==> config.mk <==
export PLATFORM = sky130hd
export DESIGN_NAME = pattern_chk_ctrl
export DESIGN_NICKNAME = d
export VERILOG_FILES = /design/src/rtl/pattern_chk_pkg.sv /design/src/rtl/pattern_chk_ctrl.sv
export SDC_FILE = /design/constraint.sdc
export NUM_CORES = 1
export LEC_CHECK = 0
export BUFFER_PORTS_ARGS = -buffer_cell sky130_fd_sc_hd__buf_2
export CAP_MARGIN = 20
export CORE_UTILIZATION = 50
export CTS_CLUSTER_DIAMETER = 60
export DETAILED_ROUTE_END_ITERATION = 7
export PLACE_DENSITY = 0.72
export SLEW_MARGIN = 15
export SYNTH_ARGS = -nofsm -noshare
export SYNTH_HDL_FRONTEND = slang
export SYNTH_SLANG_ARGS = --single-unit
==> constraint.sdc <==
create_clock -name clk -period 2.8 [get_ports clk]
set_clock_uncertainty 0.1 [all_clocks]
set_input_delay 0.42 -clock clk [delete_from_list [all_inputs] [get_ports clk]]
set_output_delay 0.42 -clock clk [all_outputs]
set_load 0.02 [all_outputs]
==> src/rtl/pattern_chk_pkg.sv <==
// Package: shared types for the incrementing-pattern stream checker.
// Assumes: nothing; pure type definitions.
package pattern_chk_pkg;
    typedef enum logic [0:0] {
        CHK_IDLE = 1'b0,
        CHK_RUN  = 1'b1
    } chk_state_e;
endpackage

==> src/rtl/pattern_chk_ctrl.sv <==
// Module: packet control for the stream checker. Accepts an arm request,
// holds the expected length, counts accepted beats, flags the final beat,
// drops ready after it and pulses done.
// Assumes: beat is valid & ready as formed by the parent.
module pattern_chk_ctrl
    import pattern_chk_pkg::*;
#(
    parameter int LEN_W = 16
) (
    input  logic             clk,
    input  logic             rst_n,
    input  logic             start,
    input  logic [LEN_W-1:0] len_in,
    input  logic             beat,
    output logic             ready,
    output logic             arm,
    output logic             is_last,
    output logic             done
);
    localparam int CMP_W = LEN_W + 1;

    chk_state_e       state_q;
    logic [LEN_W-1:0] len_q;
    logic [LEN_W-1:0] idx_q;

    // Arm only from idle with a usable length.
    assign arm     = (state_q == CHK_IDLE) && start && (len_in != '0);
    // Ready follows the run state.
    assign ready   = (state_q == CHK_RUN);
    // The beat about to be accepted is the final one.
    assign is_last = (CMP_W'(idx_q) + CMP_W'(1)) == CMP_W'(len_q);

    // State, length capture, beat counter and done pulse.
    always_ff @(posedge clk) begin
        if (!rst_n) begin
            state_q <= CHK_IDLE;
            len_q   <= '0;
            idx_q   <= '0;
            done    <= 1'b0;
        end else begin
            done <= 1'b0;
            case (state_q)
                CHK_IDLE: begin
                    if (arm) begin
                        len_q   <= len_in;
                        idx_q   <= '0;
                        state_q <= CHK_RUN;
                    end
                end
                CHK_RUN: begin
                    if (beat) begin
                        idx_q <= idx_q + LEN_W'(1);
                        if (is_last) begin
                            state_q <= CHK_IDLE;
                            done    <= 1'b1;
                        end
                    end
                end
                default: state_q <= CHK_IDLE;
            endcase
        end
    end


    done_single_chk: assert property (@(posedge clk) disable iff (!rst_n)
        done |=> !done);

    done_not_ready_chk: assert property (@(posedge clk) disable iff (!rst_n)
        done |-> !ready);

    idle_gap_hold_chk: assert property (@(posedge clk) disable iff (!rst_n)
        (ready && !beat) |=> $stable(idx_q));

    busy_start_ignored_chk: assert property (@(posedge clk) disable iff (!rst_n)
        (ready && start && !(beat && is_last)) |=> (ready && $stable(len_q)));
endmodule

# [Yosys cells after proc, flatten, opt, wreduce, memory -nomap -nowiden]
# Cells that the tools add are included.
[word_totals] regBits=34 input_bits=20 out_inout_bits=4 elab_cells=24
[classes] add_sub_neg=2 eq_ne=3 muxes=8 bitwise_logic=1 n_reduce_logical=6
[ops] op="two-way mux 16 bit" count=2
[ops] op="one-hot mux 16 bit (2 select lines)" count=1
[ops] op="adder 16 x 1 -> 17 bit (second input constant)" count=1
[ops] op="equality test 17 x 16 -> 1 bit" count=1
[ops] op="adder 16 x 1 -> 16 bit (second input constant)" count=1
[ops] op="nonzero test 16 bit" count=1
[ops] op="two-way mux 1 bit" count=4
[ops] op="inequality test 2 bit (second input constant)" count=2
[ops] op="AND reduction 2 bit" count=2
[ops] op="AND reduction 3 bit" count=1
[ops] op="logical AND 1 bit" count=2
[ops] op="one-hot mux 1 bit (2 select lines)" count=1
[ops] op="NOT 1 bit" count=1

# [Depth between registers and ports, before layout]
[depth] depth_word=5 depth_mapped=8

# [Worst setup path after synthesis]
# Ideal clock, no wire load.
[synth_path] kind="register to output" from="register idx_q[0]" to="output port is_last" arrival_ns=1.989 slack_ns=0.291 stages_incl_launch_ff=8 path_buffers=1 cell_sequence="dfxtp_1 ha_1 and4_1 clkbuf_1 nand4_1 xnor2_1 o31ai_1 a2111oi_4"
[synth_via] elab_chain_len=2
[synth_lines] element="start, declared" line="pattern_chk_ctrl.sv:24" source="logic [LEN_W-1:0] idx_q;"
[synth_lines] element="start signal, assigned" line="pattern_chk_ctrl.sv:52" source="idx_q <= idx_q + LEN_W'(1);"
[synth_lines] element="adder 16 x 1 -> 17 bit" line="pattern_chk_ctrl.sv:31" source="assign is_last = (CMP_W'(idx_q) + CMP_W'(1)) == CMP_W'(len_q);"
[synth_lines] element="equality test 17 x 16 -> 1 bit" line="pattern_chk_ctrl.sv:31"
[synth_lines] element="end, declared" line="pattern_chk_ctrl.sv:17" source="output logic is_last,"
# No other way between the ends.

# [Worst setup path after layout]
[layout_path] from="register idx_q[9]" to="output port is_last"
# Same word-level chain as after synthesis.

==> metrics <==
average wire per standard cell=15.8 um; Die X=67.6 um; vias per cell=5.88; Antenna Nets Post-Route=0; GR Layer Usage met2=0.358; Std-Cell Rows=23; placed cell count=317; Setup crit start=idx_q[9]; post-DP HPWL=3540 um; initial antenna violation count=0; max-slew violation count=0; share of the synthesized area in the top cell type=0.316; GRT busiest layer=met2; Detailed Route WL=5200 um; hold endpoint=len_q[13]; Clk network pwr share=0.404; worst path bufs/invs=1; Final Hold Viols=0; TritonCTS Buffers=5; minimum clock period=2760 ps; met3 Use GR=0.0676; crit path kind=reg2out; final instance area=2560 sq um; Worst Max-Slew Pin Slew=597 ps; Util after Layout=0.631; initial DRC count=101; asr flop ratio synth=0; Clock Sink Count=34; Min Hold Slack=303 ps; yosys warns=0; Pint=0.840 mW; Worst Hold Depth=3; Psw=0.304 mW; most common cell after layout, fill and taps aside=nor2b_1; nets=300; number of synthesized flops with an enable pin=0; Final Power=1.14 mW; CP arrival=2240 ps; ANT cells=0; CP Data Required Time=2280 ps; Synth Register Bits=34; leakage=0.939 nW; initial cell density of the core=0.531; worst hold start=len_in[13]; Hold-fix buffers, CTS=0; GRT met1 Usage=0.320; CTS tree=built; Final WS setup=44.0 ps; Tot GR Track Use=0.239; sw frac=0.266; Area growth syn-to-layout=18.9%; Comb pwr share=0.147; Worst Path Max Fanout=10; clock root buffer=clkbuf_8; Top Family by Delay on Critical Path=simple AND/OR/NAND/NOR gates; Core Area=4060 sq um; Clock transition at path regs=80 ps; Worst R2R Start=idx_q[9]; vias in the first global route=1681; Die Y-Extent=67.6 um; CP max stage cell=or4_4; PD cells=447 nW/um^2; Post-route DRC=0; via count=1939; placed instance area=2320 sq um; # setup viols final=0; Cell Chain, Critical Path=nand2_1, or4_4, nor3_4, o32ai_2, a2111oi_4, buf_4; sequential fraction of the synthesis area=0.316; GPL Wtd Cong=0.917; dpl ws=169 ps; Hold/Removal Path Class=in2reg; max-cap viol count=0; largest area contributor in the netlist=dfxtp_1; outcome=finished clean; r2r setup slk=570 ps; Netlist cell types=47; IO Count=24; DRT Pass-1 Iters=5; Filler Cells Inserted=329; layout cells sized above 1=0.264; Slew headroom=0.598; total grt overflow=0; Synth Area per Inst=8.51 sq um; Synth Instances=253; crit share post-route=0.984; first-pass GRT wire length=8090 um; H-tree levels=2; Fin Setup TNS=0 ps; most frequent cells in the layout=nor2b_1 (34), dfxtp_1 (27), buf_2 (22); worst r2r path cells=7; PortBufs=23; DIE AREA=4570 sq um; largest net degree at the start of global routing=35; Setup crit end kind=output pin; sequential power share=0.449; top_reg_cell synth=dfxtp_1; latest clock arrival within the worst-skew pair=290 ps; post-route insts no fill=330; maximum vdd drop=339 uV; CP max stage delay=560 ps; Fmax=363 MHz; Synth area leaders=dfxtp_1 (32%), nor2b_1 (9.9%), mux2i_1 (7.0%); Mapped Area=2150 sq um; Startpoint Class=register; Syn Nets=274; worst r2r dst=ready; clk buf depth=2
==> layout make-up <==
type                            instances  area (sq um)  share of cell area
Clock buffer                            5          68.8              0.0269
Clock inverter                          3          45.0              0.0176
Inverter                                2          7.51             0.00293
Multi-Input combinational cell        197          1440               0.562
Sequential cell                        34           697               0.272
Tap cell                               50          62.6              0.0244
Timing Repair Buffer                   39           241              0.0943
==> worst min-delay path, stage by stage <==
cell	delay (ps)
buf_2	90
mux2i_1	60
nor2b_1	90
==> worst max-delay path by stage <==
stage | endpoint | cells after the start
after global routing | is_last | 6
after detailed placement | is_last | 6
after global placement | is_last | 6
after CTS | is_last | 7
final | is_last | 6
after floorplan | is_last | 7
==> registers in the layout, indices dropped and copies added (netlist names) <==
register / count
idx_q: 16
len_q: 16
done: 1
ready: 1
==> timing repair <==
item | 4_1_cts | 5_1_grt
endpoints found under the setup margin | 1 | 1
setup buffers | 0 | 5
resized for setup | 7 | 19
pin swaps | 0 | 2
==> power groups by stage <==
stage               combinational [mW]  clock [mW]  sequential [mW]
CTS                              0.161       0.466            0.514
floorplan                        0.109           0            0.525
global placement                 0.158           0            0.526
finish                           0.169       0.462            0.514
global route                     0.183       0.485            0.516
detailed placement               0.160           0            0.527
==> routing by layer <==
layer | up-vias | part of all wire
met4 | 0 | 0.012
met3 | 8 | 0.058
li1 | 967 | -
met1 | 897 | 0.47
met5 | - | 0
met2 | 67 | 0.46
==> Yosys cell counts (2+ instances only) <==
library cell and count:
a21o_1 4, a21oi_1 7, a22oi_1 12, a31oi_1 3, and2_1 3, and3_1 2, and4_1 5, buf_2 3
buf_4 3, clkbuf_1 11, dfxtp_1 34, inv_1 2, mux2i_1 15, nand2_1 19, nand2b_1 3, nand3_1 11
nand4_1 6, nand4_2 2, nor2_1 4, nor2b_1 34, nor3_1 8, nor3b_1 2, nor4_1 6, o21ai_0 14
xnor2_1 12, xor2_1 7
==> kinds of logic after synthesis <==
kind of cell	share of synthesized area
AND/OR/NAND/NOR	0.316
AO/OA/AOI/OAI	0.150
flip-flops	0.316
buffers and inverters	0.0494
XOR/XNOR	0.0877
multiplexers	0.0750
adder cells (fa/ha/maj)	0.00581
Power figures use the tool's default switching activity.
